**config.mk**
```make
export PLATFORM = sky130hd
export DESIGN_NAME = pcm_mux_port
export DESIGN_NICKNAME = d
export VERILOG_FILES = /design/src/rtl/pcm_mux_pkg.sv /design/src/rtl/pcm_line_sync.sv /design/src/rtl/pcm_frame_timer.sv /design/src/rtl/pcm_rx_lane.sv /design/src/rtl/pcm_tx_lane.sv /design/src/rtl/pcm_mux_port.sv
export SDC_FILE = /design/constraint.sdc
export NUM_CORES = 1
export LEC_CHECK = 0
export ABC_AREA = 1
export BUFFER_PORTS_ARGS = -buffer_cell sky130_fd_sc_hd__buf_2
export CORE_ASPECT_RATIO = 1.75
export CORE_MARGIN = 1
export CORE_UTILIZATION = 31
export DETAILED_ROUTE_END_ITERATION = 8
export PLACE_DENSITY = 0.56
export SKIP_LAST_GASP = 1
export SLEW_MARGIN = 10
export SYNTH_ARGS = -nofsm -noshare
export SYNTH_HDL_FRONTEND = slang
export SYNTH_SLANG_ARGS = --single-unit
export TNS_END_PERCENT = 20
```
**constraint.sdc**
```tcl
create_clock -name clk -period 4.5 [get_ports clk]
set_clock_uncertainty 0.1 [all_clocks]
set_input_delay 1.125 -clock clk [delete_from_list [all_inputs] [get_ports clk]]
set_output_delay 1.125 -clock clk [all_outputs]
set_load 0.1 [all_outputs]
```
**src/rtl/pcm_mux_pkg.sv**
```systemverilog
package pcm_mux_pkg;
  localparam int BYTE_W = 8;
  localparam int SLOTS  = 2;
  typedef enum logic [1:0] {
    MODE_PAR  = 2'b00,
    MODE_SER  = 2'b01,
    MODE_XCON = 2'b10,
    MODE_OFF  = 2'b11
  } pcm_mode_e;
endpackage

```
**src/rtl/pcm_line_sync.sv**
```systemverilog
module pcm_line_sync #(
  parameter int W = 7
) (
  input  logic         clk,
  input  logic         rst_n,
  input  logic [W-1:0] d,
  output logic [W-1:0] q,
  output logic         rise,
  output logic         fall
);
  logic [W-1:0] meta, stab;
  logic         clk_d;

  always_ff @(posedge clk) begin
    if (!rst_n) begin
      meta  <= '0;
      stab  <= '0;
      clk_d <= 1'b0;
    end else begin
      meta  <= d;
      stab  <= meta;
      clk_d <= stab[0];
    end
  end

  assign q    = stab;
  assign rise = stab[0] & ~clk_d;
  assign fall = ~stab[0] & clk_d;
endmodule

```
**src/rtl/pcm_frame_timer.sv**
```systemverilog
module pcm_frame_timer #(
  parameter int BW    = 8,
  parameter int SLOTS = 2,
  localparam int FL   = BW * SLOTS,
  localparam int IW   = $clog2(FL),
  localparam int LW   = $clog2(FL + 1),
  localparam int BB   = $clog2(BW),
  localparam int SW   = IW - BB
) (
  input  logic          clk,
  input  logic          rst_n,
  input  logic          run,
  input  logic          rise,
  input  logic          fall,
  input  logic          sync,
  input  logic [LW-1:0] len,
  output logic          rx_stb,
  output logic [IW-1:0] rx_idx,
  output logic          tx_act,
  output logic [IW-1:0] tx_idx,
  output logic          tx_ld,
  output logic [SW-1:0] tx_ld_slot
);
  logic          s_fall, s_rise, rx_act;
  logic [LW-1:0] rx_cnt;
  logic [IW-1:0] tx_idx_q, tx_nxt;
  logic          tx_act_q, rx_start, rx_go, tx_start, tx_go, tx_last;

  assign rx_start = run & fall & sync & ~s_fall;
  assign rx_go    = run & fall & rx_act & ~rx_start;
  assign rx_stb   = rx_start | rx_go;
  assign rx_idx   = rx_start ? '0 : rx_cnt[IW-1:0];

  assign tx_start = run & rise & sync & ~s_rise;
  assign tx_go    = run & rise & tx_act_q & ~tx_start;
  assign tx_nxt   = tx_idx_q + 1'b1;
  assign tx_last  = (LW'(tx_idx_q) == len - LW'(1));
  assign tx_ld    = tx_start | (tx_go & ~tx_last & (tx_nxt[BB-1:0] == '0));
  assign tx_ld_slot = tx_start ? '0 : tx_nxt[IW-1:BB];
  assign tx_act   = tx_act_q;
  assign tx_idx   = tx_idx_q;

  always_ff @(posedge clk) begin
    if (!rst_n) begin
      s_fall <= 1'b0;  s_rise <= 1'b0;
      rx_act <= 1'b0;  rx_cnt <= '0;
      tx_act_q <= 1'b0; tx_idx_q <= '0;
    end else begin
      if (fall) s_fall <= sync;
      if (rise) s_rise <= sync;
      if (!run) begin
        rx_act   <= 1'b0;
        tx_act_q <= 1'b0;
      end else begin
        if (rx_start) begin
          rx_act <= 1'b1;
          rx_cnt <= LW'(1);
        end else if (rx_go) begin
          rx_cnt <= rx_cnt + 1'b1;
          if (rx_cnt == len - LW'(1)) rx_act <= 1'b0;
        end
        if (tx_start) begin
          tx_act_q <= 1'b1;
          tx_idx_q <= '0;
        end else if (tx_go) begin
          if (tx_last) tx_act_q <= 1'b0;
          else         tx_idx_q <= tx_nxt;
        end
      end
    end
  end

  // a transmit window closes only after its last bit index
  a_r3_window_len: assert property (@(posedge clk) disable iff (!rst_n)
    ($fell(tx_act_q) && $past(run)) |-> (LW'($past(tx_idx_q)) == len - LW'(1)));

  // a stopped timer carries no frame
  a_r8_stop_idle: assert property (@(posedge clk) disable iff (!rst_n)
    !run |=> (!tx_act_q && !rx_act));
endmodule

```
**src/rtl/pcm_rx_lane.sv**
```systemverilog
module pcm_rx_lane #(
  parameter int BW = 8
) (
  input  logic          clk,
  input  logic          rst_n,
  input  logic          stb,
  input  logic          first,
  input  logic          last,
  input  logic          bit_r,
  input  logic          bit_s,
  output logic          valid,
  output logic          fstrobe,
  output logic [BW-1:0] rbyte,
  output logic [BW-1:0] sbyte
);
  logic [BW-1:0] sr, ss;

  always_ff @(posedge clk) begin
    if (!rst_n) begin
      sr <= '0; ss <= '0; rbyte <= '0; sbyte <= '0;
      valid <= 1'b0; fstrobe <= 1'b0;
    end else begin
      valid   <= stb & last;
      fstrobe <= stb & first;
      if (stb) begin
        sr <= {sr[BW-2:0], bit_r};
        ss <= {ss[BW-2:0], bit_s};
        if (last) begin
          rbyte <= {sr[BW-2:0], bit_r};
          sbyte <= {ss[BW-2:0], bit_s};
        end
      end
    end
  end

  // a received byte is announced for a single cycle
  a_r2_valid_pulse: assert property (@(posedge clk) disable iff (!rst_n)
    valid |=> !valid);
endmodule

```
**src/rtl/pcm_tx_lane.sv**
```systemverilog
module pcm_tx_lane #(
  parameter int BW = 8,
  localparam int BB = $clog2(BW)
) (
  input  logic          clk,
  input  logic          rst_n,
  input  logic          in_valid,
  input  logic [BW-1:0] in_data,
  output logic          in_ready,
  input  logic          ld,
  input  logic [BB-1:0] bsel,
  output logic          bit_o
);
  logic [BW-1:0] hold, cur;
  logic          full;

  assign in_ready = ~full;
  assign bit_o    = cur[BW-1-int'(bsel)];

  always_ff @(posedge clk) begin
    if (!rst_n) begin
      hold <= '0; cur <= '0; full <= 1'b0;
    end else begin
      if (ld) cur <= full ? hold : '0;
      if (ld && full) begin
        full <= 1'b0;
      end else if (in_valid && !full) begin
        full <= 1'b1;
        hold <= in_data;
      end
    end
  end

  // a held byte stays put until its slot takes it
  a_r9_hold_stable: assert property (@(posedge clk) disable iff (!rst_n)
    (full && !ld) |=> (full && $stable(hold)));
endmodule

```
**src/rtl/pcm_mux_port.sv**
```systemverilog
module pcm_mux_port
  import pcm_mux_pkg::*;
#(
  parameter int BW = BYTE_W
) (
  input  logic          clk,
  input  logic          rst_n,
  input  logic          pwr_dn,
  input  logic [1:0]    mode,
  input  logic          sck,
  input  logic          sync1,
  input  logic          sync2,
  input  logic          rin1,
  input  logic          sin1,
  input  logic          rin2,
  input  logic          sin2,
  output logic          rout1,
  output logic          rout1_oe,
  output logic          sout1,
  output logic          sout1_oe,
  output logic          rout2,
  output logic          rout2_oe,
  output logic          sout2,
  output logic          sout2_oe,
  output logic [1:0]    frame_strobe,
  output logic [1:0]    rx_valid,
  output logic [2*BW-1:0] rx_rbyte,
  output logic [2*BW-1:0] rx_sbyte,
  input  logic [1:0]    rt_valid,
  input  logic [2*BW-1:0] rt_data,
  output logic [1:0]    rt_ready,
  input  logic [1:0]    st_valid,
  input  logic [2*BW-1:0] st_data,
  output logic [1:0]    st_ready
);
  localparam int FL = BW * SLOTS;
  localparam int IW = $clog2(FL);
  localparam int LW = $clog2(FL + 1);
  localparam int BB = $clog2(BW);
  localparam int SW = IW - BB;

  pcm_mode_e md;
  assign md = pcm_mode_e'(mode);

  logic [6:0] ln;
  logic       sck_r, sck_f;
  pcm_line_sync #(.W(7)) u_sync (
    .clk(clk), .rst_n(rst_n),
    .d({sin2, rin2, sin1, rin1, sync2, sync1, sck}),
    .q(ln), .rise(sck_r), .fall(sck_f)
  );

  logic          t_run   [2];
  logic          t_sync  [2];
  logic [LW-1:0] t_len   [2];
  logic          t_rx_stb[2];
  logic [IW-1:0] t_rx_idx[2];
  logic          t_tx_act[2];
  logic [IW-1:0] t_tx_idx[2];
  logic          t_tx_ld [2];
  logic [SW-1:0] t_tx_slot[2];

  always_comb begin
    t_run[0]  = ~pwr_dn & (md != MODE_OFF);
    t_run[1]  = ~pwr_dn & (md == MODE_PAR);
    t_sync[0] = ln[1];
    t_sync[1] = ln[2];
    t_len[0]  = (md == MODE_SER) ? LW'(FL) : LW'(BW);
    t_len[1]  = LW'(BW);
  end

  for (genvar t = 0; t < 2; t++) begin : g_tmr
    pcm_frame_timer #(.BW(BW), .SLOTS(SLOTS)) u_tmr (
      .clk(clk), .rst_n(rst_n), .run(t_run[t]),
      .rise(sck_r), .fall(sck_f), .sync(t_sync[t]), .len(t_len[t]),
      .rx_stb(t_rx_stb[t]), .rx_idx(t_rx_idx[t]),
      .tx_act(t_tx_act[t]), .tx_idx(t_tx_idx[t]),
      .tx_ld(t_tx_ld[t]), .tx_ld_slot(t_tx_slot[t])
    );
  end

  logic rbit_i[2], sbit_i[2], rbit_o[2], sbit_o[2];

  always_comb begin
    rbit_i[0] = (md == MODE_XCON) ? 1'b0 : ln[3];
    rbit_i[1] = (md == MODE_PAR) ? ln[5] : ((md == MODE_SER) ? ln[3] : 1'b0);
    sbit_i[0] = ln[4];
    sbit_i[1] = (md == MODE_SER) ? ln[4] : ln[6];
  end

  for (genvar c = 0; c < 2; c++) begin : g_ch
    logic          ts, sl, stb, ld;
    logic [IW-1:0] ridx, tidx;
    assign ts   = (c == 1) && (md == MODE_PAR);
    assign sl   = (c == 1) && (md == MODE_SER);
    assign ridx = t_rx_idx[ts];
    assign tidx = t_tx_idx[ts];
    assign stb  = t_rx_stb[ts] && (ridx[IW-1:BB] == SW'(sl));
    assign ld   = t_tx_ld[ts] && (t_tx_slot[ts] == SW'(sl));

    pcm_rx_lane #(.BW(BW)) u_rx (
      .clk(clk), .rst_n(rst_n), .stb(stb),
      .first(ridx[BB-1:0] == '0), .last(ridx[BB-1:0] == BB'(BW-1)),
      .bit_r(rbit_i[c]), .bit_s(sbit_i[c]),
      .valid(rx_valid[c]), .fstrobe(frame_strobe[c]),
      .rbyte(rx_rbyte[c*BW +: BW]), .sbyte(rx_sbyte[c*BW +: BW])
    );

    pcm_tx_lane #(.BW(BW)) u_rt (
      .clk(clk), .rst_n(rst_n),
      .in_valid(rt_valid[c]), .in_data(rt_data[c*BW +: BW]), .in_ready(rt_ready[c]),
      .ld(ld), .bsel(tidx[BB-1:0]), .bit_o(rbit_o[c])
    );

    pcm_tx_lane #(.BW(BW)) u_st (
      .clk(clk), .rst_n(rst_n),
      .in_valid(st_valid[c]), .in_data(st_data[c*BW +: BW]), .in_ready(st_ready[c]),
      .ld(ld), .bsel(tidx[BB-1:0]), .bit_o(sbit_o[c])
    );
  end

  logic slot_a;
  assign slot_a = (t_tx_idx[0][IW-1:BB] != '0);

  always_comb begin
    rout1_oe = t_tx_act[0];
    sout1_oe = t_tx_act[0] & (md != MODE_XCON);
    rout2_oe = (md == MODE_PAR) ? t_tx_act[1] : ((md == MODE_XCON) ? t_tx_act[0] : 1'b0);
    sout2_oe = (md == MODE_PAR) & t_tx_act[1];
    rout1 = rout1_oe & ((md == MODE_SER && slot_a) ? rbit_o[1] : rbit_o[0]);
    sout1 = sout1_oe & ((md == MODE_SER && slot_a) ? sbit_o[1] : sbit_o[0]);
    rout2 = rout2_oe & rbit_o[1];
    sout2 = sout2_oe & sbit_o[1];
  end

  // the channel-2 timer stays idle outside parallel mode
  a_r5_ch2_timer_idle: assert property (@(posedge clk) disable iff (!rst_n)
    (md != MODE_PAR) |=> !t_tx_act[1]);
endmodule

```
== Word-level counts from Yosys, hierarchy flattened ==
Index checks and enable logic that the tools add are counted.

* Bits in registers: 173
* Input bits: 48
* Output and inout bits: 48
* Word-level logic and storage cells: 246

* $add $sub $neg: 7
* Magnitude comparators: 3
* Eq/ne operators: 14
* Multiplexer cells: 66
* Bitwise logic cells: 67
* Reductions and logical operators: 50

{| class="wikitable"
|+ Operator list
! kind !! count
|-
| 32-bit by 5-bit < comparator with 1-bit output (second input constant) || 2
|-
| 4-bit two-way mux || 11
|-
| 1-bit two-way mux || 39
|-
| 1-bit AND || 38
|-
| 8-bit two-way mux || 4
|-
| 2-bit AND reduction || 14
|-
| 5-bit two-way mux || 5
|-
| 1-bit inverter || 24
|-
| 2-bit nonzero test || 8
|-
| 1-bit logical AND || 13
|-
| 1-bit binary-select mux with 3-bit select || 4
|-
| 3-bit logical NOT || 4
|-
| 5-bit by 1-bit adder with 5-bit output (second input constant) || 2
|-
| 3-bit two-way mux || 3
|-
| 4-bit by 1-bit adder with 4-bit output (second input constant) || 2
|-
| 2-bit OR reduction || 4
|-
| 3-bit by 3-bit subtractor with 4-bit output (first input constant) || 2
|-
| 3-bit == test (second input constant) || 2
|-
| 3-bit AND reduction || 2
|-
| 4-bit by 5-bit == test with 1-bit output || 1
|-
| 5-bit by 3-bit == test with 1-bit output (second input constant) || 1
|-
| 5-bit == test || 1
|-
| 5-bit by 1-bit subtractor with 5-bit output (second input constant) || 1
|-
| 4-bit by 3-bit == test with 1-bit output (second input constant) || 1
|-
| other kinds (10) || 19
|}

== Logic depth before layout (Yosys ltp) ==
Gate-level depths: netlist (run 1).

* Depth in word-level cells: 17
* Depth in mapped cells: 14
* Mapped depth without buffers: 12

== Cells and area by module ==
A second synthesis (run 1) with hierarchy kept.

* Cell total of the unflattened synthesis: 1133
* Area, all modules: 7840.0 um2

{| class="wikitable"
|+ By module, submodules not included
! module !! instances !! cells each !! area an instance (um2) !! sequential area each (um2)
|-
| pcm_tx_lane || 4 || 101 || 732.0 || 340.3
|-
| pcm_rx_lane || 2 || 144 || 1109.8 || 640.6
|-
| pcm_frame_timer || 2 || 152 || 928.4 || 260.2
|-
| pcm_line_sync || 1 || 50 || 439.2 || 300.3
|-
| pcm_mux_port || 1 || 87 || 396.6 || 0.0
|}

== Worst setup path after synthesis (run 1) ==
Ideal clock, no wire load.

* Kind: in2out
* From: in mode[1]
* To: out rout2
* Arrival: 5.195 ns
* Required time: 3.275 ns
* Slack: -1.920 ns
* Stages: 4
* Path buffers: 1
* Path through: buf_6 -> inv_4 -> o31ai_1 -> a21boi_1

* Elaborated cells on any way between the ends: 13
* Classes of those cells: add/sub: 1; eq/ne: 1; mux: 8; bitwise: 2; reduce/logical: 1

{| class="wikitable"
|+ RTL lines
! element !! RTL line !! text
|-
| from (decl) || pcm_mux_port.sv:9 || <nowiki>input logic [1:0] mode,</nowiki>
|-
| 2-bit == test || pcm_mux_port.sv:128 || <nowiki>rout2_oe = (md == MODE_PAR) ? t_tx_act[1] : ((md == MODE_XCON) ? t_tx_act[0] : 1'b0);</nowiki>
|-
| 1-bit two-way mux || pcm_mux_port.sv:128 ||
|-
| 1-bit two-way mux (*) || pcm_mux_port.sv:128 ||
|-
| via rout2_oe || pcm_mux_port.sv:22 || <nowiki>output logic rout2_oe,</nowiki>
|-
| 1-bit AND (*) || pcm_mux_port.sv:132 || <nowiki>rout2 = rout2_oe & rbit_o[1];</nowiki>
|-
| to (decl) || pcm_mux_port.sv:21 || <nowiki>output logic rout2,</nowiki>
|}

Mark *: on every way through the listed nets, which the timed path passes. The rest lies on a longest branch. The select of a mux whose other input is x is not followed.

== Final worst setup path (run 1) ==
* From: in mode[1]
* To: out sout1

* Word-level cells in the longest chain between the ends: 11
* Elaborated cells on any way between the ends: 15
* Classes of those cells: add/sub: 1; eq/ne: 2; mux: 7; bitwise: 3; reduce/logical: 2

{| class="wikitable"
|+ Ends and longest elaborated chain
! element !! RTL line !! text
|-
| 2-bit logical NOT || pcm_mux_port.sv:94 || <nowiki>assign ts = (c == 1) && (md == MODE_PAR);</nowiki>
|-
| 1-bit inverter with 2-bit output (implied by the code) || pcm_mux_port.sv:97 || <nowiki>assign tidx = t_tx_idx[ts];</nowiki>
|-
| 3-bit two-way mux (implied by the code) (3 in a row) || pcm_mux_port.sv:97 ||
|-
| 3-bit by 3-bit subtractor with 4-bit output || pcm_tx_lane.sv:18 || <nowiki>assign bit_o = cur[BW-1-int'(bsel)];</nowiki>
|-
| 1-bit binary-select mux with 3-bit select || pcm_tx_lane.sv:18 ||
|-
| 1-bit two-way mux (implied by the code) (2 in a row) || pcm_tx_lane.sv:18 ||
|-
| 1-bit two-way mux || pcm_mux_port.sv:131 || <nowiki>sout1 = sout1_oe & ((md == MODE_SER && slot_a) ? sbit_o[1] : sbit_o[0]);</nowiki>
|-
| 1-bit AND (*) || pcm_mux_port.sv:131 ||
|-
| to (decl) || pcm_mux_port.sv:19 || <nowiki>output logic sout1,</nowiki>
|}

Every way passes the cells marked *; elsewhere a longest branch is shown, timed or not. The select of a mux whose other input is x is not followed.

==> results of run 1 <==
[routing by layer]
layer	up-vias	track usage
li1	3335	-
met1	2911	0.162
met3	23	0.0290
met4	0	0.0669
met2	111	0.300
met5	-	0
[sequential cells by signal, summed over array words and instances (netlist names), 7 cells and up]
name and cells:
u_sync.meta 7, g_tmr.u_tmr.tx_idx 8, g_ch.u_rt.cur 16, g_ch.u_rx.rbyte 16
g_ch.u_rx.sr 14, g_ch.u_st.hold 16, g_ch.u_st.cur 16, u_sync.q 7
g_ch.u_rx.ss 14, g_ch.u_rx.sbyte 16, g_ch.u_rt.hold 16, g_tmr.u_tmr.rx_cnt 10
[placed cells by master (no fill, tap or decap), types with 10 or more instances in the layout]
master | Yosys | layout
o21ai_0 | 72 | 72
nand2_1 | 185 | 185
a21oi_1 | 67 | 66
buf_2 | 9 | 90
nand3_1 | 114 | 114
nor2_1 | 158 | 158
dfxtp_1 | 173 | 173
clkbuf_16 | 0 | 17
inv_1 | 70 | 70
nor3_1 | 10 | 10
[worst max-delay path, delay by kind of cell]
kind	cells	cell delay (ns)
AOI/OAI and AO/OA	1	0.21
buffers and inverters	4	0.61
and+or+nand+nor	6	0.73
[power by group through the flow]
stage / Sequential (mW) / Clock, mW / Combinational, mW
after floorplan: 1.61 / 0 / 0.135
after global placement: 1.62 / 0 / 0.174
after detailed placement: 1.62 / 0 / 0.175
after CTS: 1.59 / 1.55 / 0.176
after global routing: 1.59 / 1.61 / 0.195
final: 1.59 / 1.51 / 0.172
[Yosys cell counts (4+ instances only)]
master	instances	area share
clkinv_1	4	0.0020
buf_2	9	0.0061
nor2_2	4	0.0034
nor3_1	10	0.0068
buf_6	7	0.011
nand3_2	7	0.0095
nand2_1	185	0.094
nand2_2	5	0.0042
o21ai_0	72	0.049
inv_2	7	0.0036
inv_1	70	0.036
nand4_1	5	0.0042
buf_4	13	0.013
a211oi_1	7	0.0071
a21oi_1	67	0.046
clkbuf_1	20	0.010
nand3_1	114	0.077
dfxtp_1	173	0.47
ha_1	7	0.012
nor2_1	158	0.081
nand2_4	7	0.011
[logic make-up after synthesis]
family	Yosys count	synth area share
AO/OA/AOI/OAI	162	0.117
adder cells (fa/ha/maj)	7	0.0119
AND/OR/NAND/NOR	505	0.309
flip-flops	173	0.470
XOR/XNOR	4	0.00476
buffers and inverters	135	0.0868
[layout make-up]
class,count,area (sq um),share of cell area
sequential,173,3460,0.402
timing repair buffer,100,576,0.0667
tap,304,380,0.0441
antenna,1,2.50,0.000290
clock buffer,19,443,0.0514
inverter,83,317,0.0367
multi-input combinational,678,3290,0.381
clock inverter,13,154,0.0178
[worst paths after layout]
check | to | slack [ns] | start
hold / removal | u_sync.q[0] | 0.31 | u_sync.meta[0]
hold reg to reg | u_sync.q[0] | 0.31 | u_sync.meta[0]
setup / recovery | sout1 | 0.57 | mode[1]
setup reg to reg | g_ch[0].u_rx.sbyte[2] | 1.96 | u_sync.clk_d
==> impl_results.md, run 1 <==
* Part of the Yosys area used for sequential elements at 0.470
* Antenna-violating nets left at 0
* Core area at 23,300 sq um
* P_int at 2.46 mW
* Met1 Wirelength at 7280 microns
* Clock share of power at 0.461
* Cell count after synthesis at 986
* Ratio of cells with drive above 1 in the final layout at 0.165
* FFs w/ async S/R, synth at 0
* CTS tree: yes
* Crit-path max FO at 8
* Endpoints failing setup at 0
* Pin count of the biggest net entering global routing at 63
* Worst setup EP type: output port
* Post-CTS Hold Buffers at 0
* Vias in the first global route at 6,235
* Top Ports at 96
* Routed wl met2 at 9610 microns
* GP Congestion at 0.805
* CP max-delay cell: nor2_2
* Reg2Reg Depth at 10
* Synth Register Bits at 173
* Tot GR Track Use at 0.155
* WP data required at 3.27 ns
* Number of post-CTS setup repair buffers at 0
* Lkg Pwr at 3.81 nW
* Buffers from clock root to sink, at most at 2
* Final min period at 3.93 ns
* Pre-CTS WS at 0.586 ns
* Slowest cell delay on critical path at 0.25 ns
* DR vias at 6,380
* Starting density of the core at 0.316
* First-pass GRT wire length at 30,200 microns
* Via/cell ratio at 4.65
* Die Span X at 119 microns
* Cts bufs inserted at 17
* Max Slew Vio Count at 0
* Gr ovfl total at 0
* Post-CTS resize count at 0
* Sw power at 805 uW
* TritonCTS Sinks at 173
* CP startpoint kind: input pin
* Fin crit share at 0.872
* Layout Cells excl Fill at 1,371
* Worst Hold Depth at 2
* PwrDens at 379 nW/um^2
* Max-capacitance violation count at 0
* Synth Cell Area at 7360 sq um
* CP dominant cell by count: nand3_1
* Worst Slack Setup Final at 0.574 ns
* Number of flops mapped to enable cells by yosys at 0
* DIE AREA at 24,400 sq um
* Max frequency at 0.255 GHz
* RSZ-0062 raised after global routing: no
* Critical path type: input pin to output port
* Combinational fraction of design power at 0.053
* WL/cell at 13.0 microns
* Syn Nets at 1,041
* Initial antenna violation count at 1
* Peak supply drop at 245 uV
* PortBufs at 95
* DR DRC count at 0
* Placement row count at 74
* Yosys warnings at 0
* H-tree lvl count at 4
* Register share of total power at 0.486
* Worst path cell trace: buf_2 > nor2_2 > nand2_1 > o21ai_1 > inv_1 > nand3_1 > nand3_1 > nand3_1 > nand3_1 > inv_1 > buf_12
* Worst hold path type: register to register
* Post-route cell area at 8620 sq um
* Synth Flop Type: dfxtp_1
* Status: completed
* Worst skew pair latency at 0.43 ns
* Syn_area_per_cell at 7.47 sq um
* Worst Hold Slack at 0.306 ns
* Clk slew on worst S/H paths at 0.07 ns
* Slew @ Worst Pin at 0.634 ns
* Met3 wire length at 501 microns
* Placed insts at 1,338
* Drt first pass iters at 4
* Fillcell total at 2,571
* HPWL after DPL at 12,800 microns
* Area after DPL at 8020 sq um
* Final net count at 1,108
* Uppermost layer routed: met4
* Final Hold Violating Endpoints at 0
* Routed wire length at 17,800 microns
* Switch share at 0.246
* Arr. time, crit path at 2.70 ns
* Die Span Y at 206 microns
* Initial DRC Count at 335
* Finished Core Util at 0.370
* Slew Limit Headroom at 0.577
* Area grow syn2layout at 17.1%
* Library cells used by synthesis at 44
* Final TNS setup at 0 ns
* Overall Power at 3.27 mW
* Root Buffer Master: clkbuf_16
No activity file was read; power rests on OpenSTA's default activity.
==> run 2, diff against run 1 <==
--- a/config.mk
+++ b/config.mk
@@ -9,9 +9,9 @@
 export BUFFER_PORTS_ARGS = -buffer_cell sky130_fd_sc_hd__buf_2
 export CORE_ASPECT_RATIO = 1.75
 export CORE_MARGIN = 1
-export CORE_UTILIZATION = 31
+export CORE_UTILIZATION = 62
 export DETAILED_ROUTE_END_ITERATION = 8
-export PLACE_DENSITY = 0.56
+export PLACE_DENSITY = 0.93
 export SKIP_LAST_GASP = 1
 export SLEW_MARGIN = 10
 export SYNTH_ARGS = -nofsm -noshare
==> run 2 against run 1 <==
Global-route usage rose by 12 points. Hold slack improved by 0.0041 ns. Final cell count shrank 12%. Sequential power is essentially flat. Highest routed layer unchanged. Sequential share of layout area up 1.0 points. The flow now finishes with violations (design-rule violations).
==> impl_results.md, run 2 (synthesis results as in run 1) <==
* Endpoints failing setup at 0 (unchanged)
* Finished Core Util at 0.726 (+0.357)
* Post-CTS resize count at 0 (unchanged)
* TritonCTS Sinks at 173 (unchanged)
* Post-route cell area at 8410 sq um (-2.5%)
* Buffers from clock root to sink, at most at 2 (unchanged)
* Tot GR Track Use at 0.273 (+0.118)
* RR Endpoint: g_ch[1].u_rt.cur[2]
* Area after DPL at 7770 sq um (-3.2%)
* Routed wire length at 16,200 microns (-9.2%)
* First-pass GRT wire length at 27,200 microns (-9.9%)
* Area grow syn2layout at 14.2%
* Worst Hold Depth at 2 (unchanged)
* Most common cell after layout, fill and taps aside: nand2_1
* Worst skew pair latency at 0.41 ns (-0.02 ns)
* Ratio of cells with drive above 1 in the final layout at 0.161 (-0.00439)
* Slew @ Worst Pin at 0.748 ns (+0.114 ns)
* Arr. time, crit path at 2.94 ns (+0.24 ns)
* Max-capacitance violation count at 0 (unchanged)
* Max frequency at 0.240 GHz (-5.8%)
* Vias in the first global route at 6,268 (+0.53%)
* Worst Slack Setup Final at 0.331 ns (-0.243 ns)
* Core area at 11,600 sq um (-50%)
* WP data required at 3.27 ns (about the same)
* Layout Cells excl Fill at 1,200 (-12%)
* Lkg Pwr at 3.81 nW (about the same)
* FF-to-FF setup slack at 1.95 ns (about the same)
* CTS tree: yes
* HPWL after DPL at 11,100 microns (-13%)
* Starting density of the core at 0.636 (+0.320)
* Via/cell ratio at 5.49 (+18%)
* PwrDens at 397 nW/um^2 (+4.8%)
* DR vias at 6,593 (+3.3%)
* Final min period at 4.17 ns (+0.243 ns)
* Initial DRC Count at 383 (+14%)
* Post-CTS Hold Buffers at 0 (unchanged)
* Final TNS setup at 0 ns (unchanged)
* CP endpoint: sout2
* Slew Limit Headroom at 0.502 (-0.0757)
* Pin count of the biggest net entering global routing at 83 (+32%)
* Crit-path max FO at 8 (unchanged)
* Status: finished with violations
* Most frequent cells in the layout: 185 x nand2_1, 173 x dfxtp_1, 158 x nor2_1
* Reg-to-reg startpoint: g_tmr[0].u_tmr.tx_idx[0]
* Gr ovfl total at 0 (unchanged)
* Worst hold path type: register to register
* Fillcell total at 906 (-65%)
* CP startpoint: mode[1]
* Top Ports at 96 (unchanged)
* PortBufs at 95 (unchanged)
* Reg2Reg Depth at 11 (+1)
* H-tree lvl count at 4 (unchanged)
* Max Slew Vio Count at 0 (unchanged)
* Drt first pass iters at 7 (+3)
* Clk slew on worst S/H paths at 0.06 ns (about the same)
* Die Span Y at 146 microns (-29%)
* Die Span X at 84.4 microns (-29%)
* Worst setup EP type: output port
* Antenna-violating nets left at 0 (unchanged)
* Final Hold Violating Endpoints at 0 (unchanged)
* Pre-CTS WS at 0.395 ns (-0.191 ns)
* Critical path type: input pin to output port
* Final net count at 1,106 (-0.18%)
* Placement row count at 52 (-30%)
* Peak supply drop at 312 uV (+27%)
* Fin crit share at 0.926 (+0.0540)
* Initial antenna violation count at 1 (unchanged)
* Number of post-CTS setup repair buffers at 0 (unchanged)
* GP Congestion at 0.948 (+18%)
* CP startpoint kind: input pin
* Failing checks: design-rule violations
* WL/cell at 13.5 microns (+3.7%)
* Cts bufs inserted at 17 (unchanged)
* Placed insts at 1,167 (-13%)
* DR DRC count at 6 (+6)
* Root Buffer Master: clkbuf_16
* RSZ-0062 raised after global routing: no
* DIE AREA at 12,300 sq um (-49%)
-- run 2: through the flow --
step           hold slack (ns)  power (mW)
6_report                 0.311        3.34
5_1_grt                  0.321        3.43
3_5_place_dp             0.295        1.79
2_1_floorplan            0.290        1.75
3_3_place_gp             0.295        1.78
4_1_cts                  0.311        3.35
-- run 2: critical path: stages --
cell     delay (ns)
buf_2          0.16
nor2_2         0.23
nand2_1        0.09
o21ai_1        0.23
inv_1          0.17
nand3_1        0.14
nand3_1        0.15
a21oi_2        0.19
buf_2          0.45
-- run 2: area by class of cell --
| cell class | count | area, sq um | area share |
|---|---|---|---|
| Sequential cell | 173 | 3460 | 0.412 |
| Multi-Input combinational cell | 678 | 3290 | 0.391 |
| Timing Repair Buffer | 98 | 531 | 0.0631 |
| Clock buffer | 22 | 454 | 0.0540 |
| Inverter | 83 | 317 | 0.0376 |
| Clock inverter | 10 | 188 | 0.0223 |
| Tap cell | 135 | 169 | 0.0201 |
| Antenna cell | 1 | 2.50 | 0.000297 |
-- run 2: power by group --
part	internal (mW)	switching [mW]	leakage [nW]
Clock	1.00	0.582	0.305
Combinational	0.0496	0.118	2.10
Sequential	1.57	0.0236	1.41
-- run 2: how the worst min path moves through the flow --
stage / startpoint / to / slack (ns)
6_report: u_sync.meta[3] / u_sync.q[3] / 0.31
5_1_grt: u_sync.meta[3] / u_sync.q[3] / 0.32
4_1_cts: u_sync.meta[3] / u_sync.q[3] / 0.31
3_5_place_dp: u_sync.meta[6] / u_sync.q[6] / 0.29
3_3_place_gp: u_sync.meta[6] / u_sync.q[6] / 0.29
2_1_floorplan: u_sync.meta[0] / u_sync.q[0] / 0.29
-- run 2: per-layer routing --
metal | part of all wire | wire, microns | GRT usage | vias to the layer above
met1 | 0.38 | 6200 | 0.283 | 3028
met2 | 0.53 | 8530 | 0.506 | 187
met3 | 0.043 | 702 | 0.0475 | 52
li1 | - | - | - | 3326
met5 | 0 | 0 | 0 | -
met4 | 0.046 | 752 | 0.161 | 0
==> run 3, diff against run 2 <==
--- a/config.mk
+++ b/config.mk
@@ -11,6 +11,7 @@
 export CORE_MARGIN = 1
 export CORE_UTILIZATION = 62
 export DETAILED_ROUTE_END_ITERATION = 8
+export MAX_ROUTING_LAYER = met4
 export PLACE_DENSITY = 0.93
 export SKIP_LAST_GASP = 1
 export SLEW_MARGIN = 10
==> run 3 against run 2 <==
The flow still finishes with violations (design-rule violations). Final area unchanged. Routed wire length down 0.32%. Via count up 0.52%. Sequential cell count is the same. Clock-buffer cell count unchanged. Critical path type unchanged.
==> impl_results.md, run 3 (synthesis results as in run 1) <==
* Slew Limit Headroom at 0.499 (-0.00275)
* Lkg Pwr at 3.81 nW (unchanged)
* Initial DRC Count at 380 (-0.78%)
* Worst Hold Depth at 2 (unchanged)
* Worst Slack Setup Final at 0.340 ns (+0.00845 ns)
* Max-capacitance violation count at 0 (unchanged)
* WL/cell at 13.4 microns (-0.32%)
* Initial antenna violation count at 1 (unchanged)
* First-pass GRT wire length at 27,200 microns (-0.12%)
* Peak supply drop at 311 uV (-0.13%)
* Via/cell ratio at 5.52 (+0.52%)
* Most frequent cells in the layout: 185 x nand2_1, 173 x dfxtp_1, 158 x nor2_1
* Failing checks: design-rule violations
* Worst path cell trace: buf_2 > nor2_2 > nand2_1 > o21ai_1 > inv_1 > nand3_1 > nand3_1 > a21oi_2 > buf_2
* Crit path buffers/inverters at 3 (unchanged)
* Max frequency at 0.240 GHz (+0.20%)
* Max Slew Vio Count at 0 (unchanged)
* Tot GR Track Use at 0.281 (+0.00848)
* Core area at 11,600 sq um (unchanged)
* Final TNS setup at 0 ns (unchanged)
* Drt first pass iters at 7 (unchanged)
* Starting density of the core at 0.636 (unchanged)
* Ratio of cells with drive above 1 in the final layout at 0.161 (unchanged)
* Multi-input gate area at 3290 sq um (unchanged)
* Slew @ Worst Pin at 0.752 ns (+0.00413 ns)
* Fin crit share at 0.925 (-0.00188)
* CTS tree: yes
* Slowest cell delay on critical path at 0.45 ns (about the same)
* Die Span Y at 146 microns (unchanged)
* Pin count of the biggest net entering global routing at 83 (unchanged)
* Antenna-violating nets left at 0 (unchanged)
* Root Buffer Master: clkbuf_16
* Reg2Reg Depth at 11 (unchanged)
* Endpoints failing setup at 0 (unchanged)
* Levels on crit path at 9 (unchanged)
* Post-CTS resize count at 0 (unchanged)
* DR DRC count at 6 (unchanged)
* Gr ovfl total at 0 (unchanged)
* H-tree lvl count at 4 (unchanged)
* Worst setup EP type: output port
* HPWL after DPL at 11,100 microns (unchanged)
* Worst hold path type: register to register
* Top Ports at 96 (unchanged)
* Critical path's top delay family: buffers and inverters
* Fillcell total at 906 (unchanged)
* Cts bufs inserted at 17 (unchanged)
* Buffers from clock root to sink, at most at 2 (unchanged)
* Clk slew on worst S/H paths at 0.06 ns (about the same)
* Register area at 3460 sq um (unchanged)
* TritonCTS Sinks at 173 (unchanged)
* Most common cell after layout, fill and taps aside: nand2_1
* Area grow syn2layout at 14.2% (unchanged)
* Placement row count at 52 (unchanged)
* Worst skew pair latency at 0.41 ns (about the same)
* Final net count at 1,106 (unchanged)
* DR vias at 6,627 (+0.52%)
* RSZ-0062 raised after global routing: no
* Routed wire length at 16,100 microns (-0.32%)
* Status: finished with violations
* Number of post-CTS setup repair buffers at 0 (unchanged)
* Critical path type: input pin to output port
* CP max-delay cell: buf_2
* CP startpoint kind: input pin
* GP Congestion at 0.965 (+1.8%)
* Final min period at 4.16 ns (-0.00845 ns)
* Pre-CTS WS at 0.395 ns (unchanged)
* Arr. time, crit path at 2.94 ns (about the same)
* DIE AREA at 12,300 sq um (unchanged)
* PortBufs at 95 (unchanged)
* Final Hold Violating Endpoints at 0 (unchanged)
* WP data required at 3.27 ns (about the same)
* Vias in the first global route at 6,275 (+0.11%)
* Post-CTS Hold Buffers at 0 (unchanged)
* Crit-path max FO at 8 (unchanged)
* Die Span X at 84.4 microns (unchanged)
* Overall Power at 3.34 mW (about the same)
* PwrDens at 397 nW/um^2 (about the same)
-- run 3: cell counts in the layout (fill, tap and decap cells not counted) --
No cell type changed its count.
-- run 3: layout make-up --
cell class                      instances  area share
Clock buffer                           22      0.0540
Sequential cell                       173       0.412
Multi-Input combinational cell        678       0.391
Inverter                               83      0.0376
Antenna cell                            1    0.000297
Tap cell                              135      0.0201
Clock inverter                         10      0.0223
Timing Repair Buffer                   98      0.0631
-- run 3: power by group --
| part | total [mW] | internal [mW] | switching (mW) |
|---|---|---|---|
| clock network | 1.58 | 1.00 | 0.579 |
| logic | 0.168 | 0.0496 | 0.118 |
| registers | 1.59 | 1.57 | 0.0237 |
-- run 3: routing by layer --
layer  track usage  share of wire  up-vias
li1              -              -     3328
met1         0.284           0.38     3033
met2         0.505           0.53      211
met3        0.0503          0.046       55
met4         0.159          0.046        0
met5             -              0        -
-- run 3: final timing paths --
check | slack (ns) | to | from
worst min-delay path | 0.31 | u_sync.q[3] | u_sync.meta[3]
worst min register to register | 0.31 | u_sync.q[3] | u_sync.meta[3]
worst max-delay path | 0.34 | sout2 | mode[1]
worst max register to register | 1.94 | g_ch[1].u_rt.cur[2] | g_tmr[0].u_tmr.tx_idx[0]
-- run 3: stage by stage --
step,cells,util,instance area (sq um),hold WS [ns]
after floorplan,986,-,7390,0.290
after global placement,1167,0.671,7770,0.295
after detailed placement,1167,0.671,7770,0.295
after CTS,1199,0.726,8410,0.311
after global routing,1200,0.726,8410,0.321
final,1200,0.726,8410,0.311
-- run 3: worst reg2reg max path: stages, from the launching register on --
cell and delay (ns):
dfxtp_1 0.66, ha_1 0.27, nand2_1 0.06, nor2_1 0.18
nor2_1 0.08, nand2_1 0.13, o21ai_2 0.09, nand2_1 0.13
nand2_2 0.36, nand3_1 0.23, nand2_1 0.09, nor2_1 0.12
